===== config.mk =====
export PLATFORM = sky130hd
export DESIGN_NAME = wwdt_top
export DESIGN_NICKNAME = d
export VERILOG_FILES = /design/src/rtl/wwdt_pkg.sv /design/src/rtl/wwdt_regs.sv /design/src/rtl/wwdt_engine.sv /design/src/rtl/wwdt_top.sv
export SDC_FILE = /design/constraint.sdc
export NUM_CORES = 1
export LEC_CHECK = 0
export ABC_AREA = 1
export CORE_ASPECT_RATIO = 0.9
export CORE_UTILIZATION = 40
export DETAILED_ROUTE_END_ITERATION = 10
export PLACE_DENSITY = 0.66
export SLEW_MARGIN = 30
export SYNTH_ARGS = -nofsm -noshare
export SYNTH_HDL_FRONTEND = slang
export SYNTH_SLANG_ARGS = --single-unit

===== constraint.sdc =====
create_clock -name clk -period 6.1 [get_ports clk]
set_input_delay 1.83 -clock clk [delete_from_list [all_inputs] [get_ports clk]]
set_output_delay 1.83 -clock clk [all_outputs]
set_load 0.03 [all_outputs]

===== src/rtl/wwdt_pkg.sv =====
package wwdt_pkg;
  // register byte offsets
  localparam int OFS_UNLOCK = 'h00;
  localparam int OFS_STAT   = 'h04;
  localparam int OFS_FUNC   = 'h08;
  localparam int OFS_WIN1   = 'h0C;
  localparam int OFS_WIN2   = 'h10;
  // control/status bit positions
  localparam int BIT_RUN  = 0;
  localparam int BIT_SVC  = 8;
  localparam int BIT_FLAG = 16;

  typedef enum logic [1:0] {
    PH_IDLE   = 2'd0,
    PH_CLOSED = 2'd1,
    PH_OPEN   = 2'd2
  } wwdt_phase_e;
endpackage


===== src/rtl/wwdt_regs.sv =====
module wwdt_regs
  import wwdt_pkg::*;
#(
  parameter int ADDR_W = 5,
  parameter int DATA_W = 32
) (
  input  logic              clk,
  input  logic              rst_n,
  input  logic              bus_sel,
  input  logic              bus_wr,
  input  logic [ADDR_W-1:0] bus_addr,
  input  logic [DATA_W-1:0] bus_wdata,
  input  logic              evt_i,
  output logic [DATA_W-1:0] bus_rdata,
  output logic              arm_o,
  output logic              run_o,
  output logic              svc_o,
  output logic              flag_o,
  output logic              kick_o,
  output logic [DATA_W-1:0] win1_o,
  output logic [DATA_W-1:0] win2_o
);
  localparam logic [ADDR_W-1:0] A_UNLOCK = ADDR_W'(OFS_UNLOCK);
  localparam logic [ADDR_W-1:0] A_STAT   = ADDR_W'(OFS_STAT);
  localparam logic [ADDR_W-1:0] A_FUNC   = ADDR_W'(OFS_FUNC);
  localparam logic [ADDR_W-1:0] A_WIN1   = ADDR_W'(OFS_WIN1);
  localparam logic [ADDR_W-1:0] A_WIN2   = ADDR_W'(OFS_WIN2);

  logic              arm_q, arm_n;
  logic              run_q, run_n;
  logic              svc_q, svc_n;
  logic              flag_q, flag_n;
  logic [DATA_W-1:0] func_q, win1_q, win2_q;
  logic              wr_hit, stat_wr, stat_apply, svc_rise;
  logic              func_en, win1_en, win2_en, stat_en;

  assign wr_hit     = bus_sel & bus_wr;
  assign stat_wr    = wr_hit & (bus_addr == A_STAT);
  assign stat_apply = stat_wr & arm_q;
  assign svc_rise   = stat_apply & bus_wdata[BIT_SVC] & ~svc_q;
  assign func_en    = wr_hit & (bus_addr == A_FUNC);
  assign win1_en    = wr_hit & (bus_addr == A_WIN1);
  assign win2_en    = wr_hit & (bus_addr == A_WIN2);
  assign stat_en    = stat_apply | evt_i;

  // next state of the lock and the control/status word
  always_comb begin
    arm_n  = arm_q;
    run_n  = run_q;
    svc_n  = svc_q;
    flag_n = flag_q;
    if (wr_hit && bus_addr == A_UNLOCK) arm_n = bus_wdata[0];
    else if (stat_wr)                   arm_n = 1'b0;
    if (stat_apply) begin
      run_n = bus_wdata[BIT_RUN];
      svc_n = bus_wdata[BIT_SVC];
    end
    if (svc_rise && bus_wdata[BIT_FLAG]) flag_n = 1'b0;
    if (evt_i)                           flag_n = 1'b1;
  end

  always_ff @(posedge clk or negedge rst_n) begin
    if (!rst_n) begin
      arm_q  <= 1'b0;
      run_q  <= 1'b0;
      svc_q  <= 1'b0;
      flag_q <= 1'b0;
    end else begin
      arm_q <= arm_n;
      if (stat_en) begin
        run_q  <= run_n;
        svc_q  <= svc_n;
        flag_q <= flag_n;
      end
    end
  end

  always_ff @(posedge clk or negedge rst_n) begin
    if (!rst_n) begin
      func_q <= '0;
      win1_q <= '0;
      win2_q <= '0;
    end else begin
      if (func_en) func_q <= bus_wdata;
      if (win1_en) win1_q <= bus_wdata;
      if (win2_en) win2_q <= bus_wdata;
    end
  end

  always_comb begin
    bus_rdata = '0;
    if (bus_addr == A_UNLOCK) bus_rdata[0] = arm_q;
    else if (bus_addr == A_STAT) begin
      bus_rdata[BIT_RUN]  = run_q;
      bus_rdata[BIT_SVC]  = svc_q;
      bus_rdata[BIT_FLAG] = flag_q;
    end
    else if (bus_addr == A_FUNC) bus_rdata = func_q;
    else if (bus_addr == A_WIN1) bus_rdata = win1_q;
    else if (bus_addr == A_WIN2) bus_rdata = win2_q;
  end

  assign arm_o  = arm_q;
  assign run_o  = run_q;
  assign svc_o  = svc_q;
  assign flag_o = flag_q;
  assign kick_o = svc_rise & bus_wdata[BIT_RUN];
  assign win1_o = win1_q;
  assign win2_o = win2_q;
endmodule


===== src/rtl/wwdt_engine.sv =====
module wwdt_engine
  import wwdt_pkg::*;
#(
  parameter int CNT_W = 32
) (
  input  logic             clk,
  input  logic             rst_n,
  input  logic             run_i,
  input  logic             kick_i,
  input  logic [CNT_W-1:0] win1_i,
  input  logic [CNT_W-1:0] win2_i,
  output wwdt_phase_e      phase_o,
  output logic             evt_o
);
  wwdt_phase_e      phase_q, phase_n;
  logic [CNT_W-1:0] cnt_q, cnt_n;
  logic             last;
  logic             cnt_en;

  assign last   = (cnt_q <= CNT_W'(1));
  assign cnt_en = run_i | (phase_q != PH_IDLE);

  always_comb begin
    phase_n = phase_q;
    cnt_n   = cnt_q;
    evt_o   = 1'b0;
    if (!run_i) begin
      phase_n = PH_IDLE;
      cnt_n   = '0;
    end else if (phase_q == PH_IDLE || kick_i || (last && phase_q == PH_OPEN)) begin
      // start a new period; an early kick or an expiry is a fault
      evt_o = (phase_q == PH_OPEN && !kick_i) || (phase_q == PH_CLOSED && kick_i);
      if (win1_i != '0) begin
        phase_n = PH_CLOSED;
        cnt_n   = win1_i;
      end else begin
        phase_n = PH_OPEN;
        cnt_n   = win2_i;
      end
    end else if (last) begin
      phase_n = PH_OPEN;
      cnt_n   = win2_i;
    end else begin
      cnt_n = cnt_q - CNT_W'(1);
    end
  end

  always_ff @(posedge clk or negedge rst_n) begin
    if (!rst_n) begin
      phase_q <= PH_IDLE;
      cnt_q   <= '0;
    end else if (cnt_en) begin
      phase_q <= phase_n;
      cnt_q   <= cnt_n;
    end
  end

  assign phase_o = phase_q;
endmodule


===== src/rtl/wwdt_top.sv =====
module wwdt_top
  import wwdt_pkg::*;
#(
  parameter int ADDR_W      = 5,
  parameter int DATA_W      = 32,
  parameter int SYNC_STAGES = 2
) (
  input  logic              clk,
  input  logic              rst_n,
  input  logic              bus_sel,
  input  logic              bus_wr,
  input  logic [ADDR_W-1:0] bus_addr,
  input  logic [DATA_W-1:0] bus_wdata,
  output logic [DATA_W-1:0] bus_rdata,
  output logic              wdt_rst
);
  logic [SYNC_STAGES-1:0] sync_q;
  logic                   srst_n;
  logic                   arm, run, svc, flag, kick, evt, rst_q;
  logic [DATA_W-1:0]      win1, win2;
  wwdt_phase_e            phase;

  // reset: asserted at once, released after SYNC_STAGES edges
  generate
    if (SYNC_STAGES == 1) begin : g_sync1
      always_ff @(posedge clk or negedge rst_n) begin
        if (!rst_n) sync_q <= '0;
        else        sync_q <= 1'b1;
      end
    end else begin : g_syncn
      always_ff @(posedge clk or negedge rst_n) begin
        if (!rst_n) sync_q <= '0;
        else        sync_q <= {sync_q[SYNC_STAGES-2:0], 1'b1};
      end
    end
  endgenerate
  assign srst_n = sync_q[SYNC_STAGES-1];

  wwdt_regs #(.ADDR_W(ADDR_W), .DATA_W(DATA_W)) u_regs (
    .clk(clk), .rst_n(srst_n),
    .bus_sel(bus_sel), .bus_wr(bus_wr), .bus_addr(bus_addr), .bus_wdata(bus_wdata),
    .evt_i(evt), .bus_rdata(bus_rdata),
    .arm_o(arm), .run_o(run), .svc_o(svc), .flag_o(flag), .kick_o(kick),
    .win1_o(win1), .win2_o(win2)
  );

  wwdt_engine #(.CNT_W(DATA_W)) u_engine (
    .clk(clk), .rst_n(srst_n),
    .run_i(run), .kick_i(kick), .win1_i(win1), .win2_i(win2),
    .phase_o(phase), .evt_o(evt)
  );

  always_ff @(posedge clk or negedge srst_n) begin
    if (!srst_n) rst_q <= 1'b0;
    else         rst_q <= evt;
  end
  assign wdt_rst = rst_q;
endmodule


# Word-level counts from Yosys, hierarchy flattened
# Index checks and enable logic that the tools add are counted.
# totals
reg_bits,137
out_inout_bits,33
word_cells,75
# classes
add_sub_neg,1
magnitude_cmp,1
eq_ne,7
n_mux,25
bitwise,12
reduce_logical,18
# op_table
operator,count
$mux 32,7
$le 32x1->1 const B,1
$reduce_bool 32->1,1
$sub 32x1->32 const B,1
$mux 31,1
$mux 15,1
$mux 7,2
$eq 5x4->1 const B,2
$mux 1,10
$and 1x1->1,9
$mux 2,4
$reduce_and 2->1,3
$reduce_bool 2->1,3
$eq 5x3->1 const B,1
$eq 5x5->1 const B,1
$logic_and 1x1->1,5
$logic_not 5->1,1
$logic_or 1x1->1,3
$ne 3x1->1 const B,1
$eq 2x1->1 const B,1
$eq 2x2->1 const B,1
$logic_not 2->1,1
$or 1x1->1,2
$logic_not 1->1,1
$not 1->1,1

# Depth between registers and ports, before layout
# depth
word_depth,13
depth_mapped,13

# By module
# From an unflattened synthesis, not the netlist that was laid out.
# unflattened
hier_cells,1264
hier_area_um2,8543.2
# by_module_without_submodules
mod,n_inst,cells_per_inst,area_per_inst_um2
wwdt_regs,1,522,4590.7
wwdt_engine,1,738,3873.7
wwdt_top,1,4,78.8

# Worst setup path before layout
# No wires, ideal clock.
# synth_timing
kind,in2out
from,in bus_addr[1]
to,out bus_rdata[16]
t_arrival_ps,3193
t_required_ps,4270
slack_ps,1077
stages,6
path_cell_list,nor2_2 nand2_1 nor3_2 clkbuf_1 a21oi_1 a31oi_1
# synth_between
elab_chain_len,6
elab_cells_between_ends,10
cone_classes,4 x eq/ne; 5 x mux; 1 x reduce/logical
# synth_rtl
item,line,text
"start, declared",wwdt_top.sv:12,"input logic [ADDR_W-1:0] bus_addr,"
$eq 5x5->1,wwdt_regs.sv:100,else if (bus_addr == A_WIN2) bus_rdata = win2_q;
$mux 32,wwdt_regs.sv:100,
$mux 32,wwdt_regs.sv:99,else if (bus_addr == A_WIN1) bus_rdata = win1_q;
$mux 32,wwdt_regs.sv:98,else if (bus_addr == A_FUNC) bus_rdata = func_q;
$mux 1,wwdt_regs.sv:93,else if (bus_addr == A_STAT) begin
$mux 31 (*),wwdt_regs.sv:92,if (bus_addr == A_UNLOCK) bus_rdata[0] = arm_q;
"end, declared",wwdt_top.sv:14,"output logic [DATA_W-1:0] bus_rdata,"
# Every way passes the cells marked *; elsewhere a longest branch is shown, timed or not.

# Worst setup path after layout
# layout_timing
from,in bus_addr[2]
to,out bus_rdata[13]
# layout_between
elab_chain_len,6
elab_cells_between_ends,10
cone_classes,4 x eq/ne; 5 x mux; 1 x reduce/logical
# layout_rtl
item,line
$eq 5x5->1,wwdt_regs.sv:100
$mux 32,wwdt_regs.sv:100
$mux 32,wwdt_regs.sv:99
$mux 32,wwdt_regs.sv:98
$mux 7,wwdt_regs.sv:93
$mux 31 (*),wwdt_regs.sv:92
# Marked as above.

==> flow_metrics.tcl <==
set metrics [dict create \
    slew_violations 0 \
    timing.fmax_mhz 184 \
    die_w_um 150 \
    hold_viol 0 \
    ctsHtreeMaxLevel 4 \
    synthFlopType "dfrtp_1" \
    required_ns 4.27 \
    crit_chain "clkdlybuf4s50_1, nor2_1, nand3_1, inv_1, buf_4, nand2_1, o211ai_1, buf_4" \
    synth_edf_count 0 \
    synth_area_um2 7920 \
    routabilityCongestion 0.921 \
    grt_pass1_vias 7118 \
    worst_slew_pin_slew_ns 0.867 \
    max_stage_delay_ns 0.51 \
    cts_root_buf "clkbuf_16" \
    grt_pass1_wl_um 37800 \
    routed_via_density 5.22 \
    hold_slack_ns 0.329 \
    wl_per_cell_um 15.7 \
    tns_ns 0 \
    critical-path-slowest-cell "clkdlybuf4s50_1" \
    outcome "finished, final reports clean" \
    synth_top_cell_by_area "dfrtp_1" \
    drtIter0Drc 777 \
    area_growth_syn_to_layout_pct 18.8 \
    top_usage_layer "met1" \
    cts_sinks 137 \
    synth.area.mux_share 0 \
    critPathArrivalTime_ns 3.61 \
    route.detailed.drc 0 \
    synthXorXnorAreaFrac 0.0144 \
    syn_nets 1176 \
    route.antenna.remaining_nets 0 \
    drv_cap 0 \
    numCtsBuffers 17 \
    final_layout_size_suffix_gt1_frac 0.0902 \
    cp_max_fo 13 \
    fin_skew_ns 0.0109 \
    start_util 0.411 \
    place_hpwl_um 16400 \
    slew_headroom 0.421 \
    power.total_mw 3.11 \
    crit_type "in -> out" \
    min_period_ns 5.44 \
    yosysWarnings 0 \
    synth_top_area_frac 0.433 \
    yosysSeqAreaShare 0.433 \
    filler_cell_count 1902 \
    cts_resized 0 \
    fin_crit_sh 0.892 \
    finalSetupViolations 0 \
    die-height_um 135 \
    synth_cell_types 39 \
    syn_inst 1133 \
    path_buf_inv 4 \
    drt_pre_antenna_iters 5 \
    r2r-end "u_engine.cnt_q[21]$_DFFE_PN0P_" \
    hold_buffers 0 \
    ys_top_cells_by_area "dfrtp_1, nand2_1, o21ai_0, nor2_1, inv_1" \
    io_pins 74 \
    post_cts_buffers 0 \
    tritoncts "done" \
    groute.usage.overall 0.239 \
    worstSkewPairLatency_ns 0.43 \
    cts.clk_slew.worst_paths_ns 0.07 \
    gr-usage-met2 0.335 \
    reg2reg_depth 11 \
    grt-ovfl-total 0 \
    synth-compound-area-share 0.130 \
    synth-seq-cells 137 \
    num-nets-final 1228 \
    ir_drop_v 0.000233 \
    portBuffers 73 \
    yosys.area_share.adder 0.00316 \
    end_kind "output pin" \
    grt.met1_usage 0.367 \
    grt_max_degree 65 \
    start_kind "input pin" \
    row_count 48 \
    synth_area_per_cell_um2 6.99 \
    num_antenna_cells 0 \
    power.leakage_nw 4.33 \
    p_per_area_nw_per_um2 331 \
    coreArea_um2 19300 \
    synth_top_family_by_area "simple AND/OR/NAND/NOR gates" \
    cp_top_family "buffers and inverters" \
    routed_wl_um 22800 \
    num_vias 7562 \
    critPathMostFrequentCell "buf_4" \
    r2r_start "u_regs.win1_o[30]$_DFFE_PN0P_" \
    rsz0062_at_grt "no" \
    yosys.area_share.simple 0.335 \
    grt_use_met3 0.0421 \
    synthArstFlopShare 1.00 \
    ff2ff_setup_slack_ns 3.00 \
    die_area_um2 20400 \
    worstHoldPathType "reg -> async" \
    antenna_found_initial 0 \
    clock_path_buffers 2 \
]
-- cell families (layout without fill, tap and decap cells) --
| kind of cell | count (synthesis) | count (layout) |
|---|---|---|
| AND/OR/NAND/NOR | 635 | 635 |
| other | 1 | 1 |
| adder cells (fa/ha/maj) | 2 | 2 |
| XOR/XNOR | 13 | 13 |
| buffers and inverters | 163 | 228 |
| AO/OA/AOI/OAI | 182 | 182 |
| flip-flops | 137 | 137 |
-- per-layer routing --
layer	part of all wire	up-vias	wire, um
met2	0.42	228	9650
met5	0	-	0
met1	0.51	3557	11600
met4	0.014	0	325
li1	-	3752	-
met3	0.053	25	1200
-- synth_stat cells, types with 7 or more instances --
cell        n
a21oi_1    10
buf_2      11
clkbuf_1   33
dfrtp_1   137
inv_1     110
nand2_1   373
nand3_1    74
nand4_1    12
nor2_1    127
nor2_2      7
nor3_1     24
o211ai_1   18
o21ai_0   128
o221ai_1   10
xor2_1      7
-- worst max path at each step --
stage	startpoint	to	slack [ns]	cells after the start
3_5_place_dp	bus_addr[2]	bus_rdata[13]	0.67	8
2_1_floorplan	bus_addr[1]	bus_rdata[16]	1.08	6
5_1_grt	bus_addr[2]	bus_rdata[13]	0.50	8
4_1_cts	bus_addr[2]	bus_rdata[13]	0.66	8
3_3_place_gp	bus_addr[2]	bus_rdata[16]	0.75	6
6_report	bus_addr[2]	bus_rdata[13]	0.66	8
-- where the power goes --
group / switching [mW] / internal, mW / total [mW] / leakage, nW
Sequential: 0.246 / 1.10 / 1.34 / 1.75
Clock: 0.439 / 0.655 / 1.09 / 0.300
Combinational: 0.399 / 0.275 / 0.673 / 2.28
-- cell type report --
type                       instances  area, um^2  area share
clock buffer                      18         429      0.0456
clock inverter                    14         190      0.0202
inverter                         111         417      0.0443
multi-input combinational        833        3860       0.411
sequential                       137        3430       0.365
tap                              250         313      0.0333
timing repair buffer              85         761      0.0809
-- metrics by stage --
| step | std cells | setup slack [ns] | cell area (um^2) | util |
|---|---|---|---|---|
| floorplan | 1133 | 1.08 | 7920 | - |
| global placement | 1415 | 0.754 | 8730 | 0.453 |
| detailed placement | 1416 | 0.665 | 8770 | 0.455 |
| CTS | 1448 | 0.661 | 9390 | 0.487 |
| global route | 1448 | 0.501 | 9400 | 0.488 |
| finish | 1448 | 0.662 | 9400 | 0.488 |
-- state kept, by name, summed over array words and instances, names as in the netlist --
name / cells
u_regs.svc_o: 1
sync_q: 2
u_regs.win2_o: 32
u_regs.flag_o: 1
u_regs.func_q: 32
wdt_rst: 1
u_engine.cnt_q: 32
u_regs.win1_o: 32
u_regs.arm_o: 1
u_engine.phase_o: 2
u_regs.run_o: 1
-- cell usage in the layout (no fill, tap or decap), types with 2 or more instances in the layout --
| master | Yosys | final |
|---|---|---|
| o211ai_1 | 18 | 18 |
| inv_1 | 110 | 110 |
| clkbuf_16 | 0 | 17 |
| dfrtp_1 | 137 | 136 |
| buf_4 | 0 | 43 |
| inv_8 | 0 | 2 |
| o21ai_1 | 6 | 6 |
| clkdlybuf4s50_1 | 0 | 41 |
| or2_2 | 3 | 3 |
| a21oi_1 | 10 | 10 |
| ha_1 | 2 | 2 |
| bufinv_16 | 0 | 3 |
| nand3_1 | 74 | 74 |
| xnor2_1 | 6 | 6 |
| inv_6 | 0 | 3 |
| o21ai_0 | 128 | 128 |
| nand2_2 | 5 | 5 |
| nand3_2 | 2 | 2 |
| nor3_1 | 24 | 24 |
| nor2_1 | 127 | 125 |
| nand4_1 | 12 | 12 |
| nand2_4 | 1 | 4 |
| nor2_4 | 5 | 6 |
| nand2_1 | 373 | 370 |
| nor2_2 | 7 | 8 |
| a31oi_1 | 2 | 2 |
| o221ai_1 | 10 | 10 |
| xor2_1 | 7 | 7 |
| clkinv_4 | 0 | 5 |
Power figures use the tool's default switching activity.
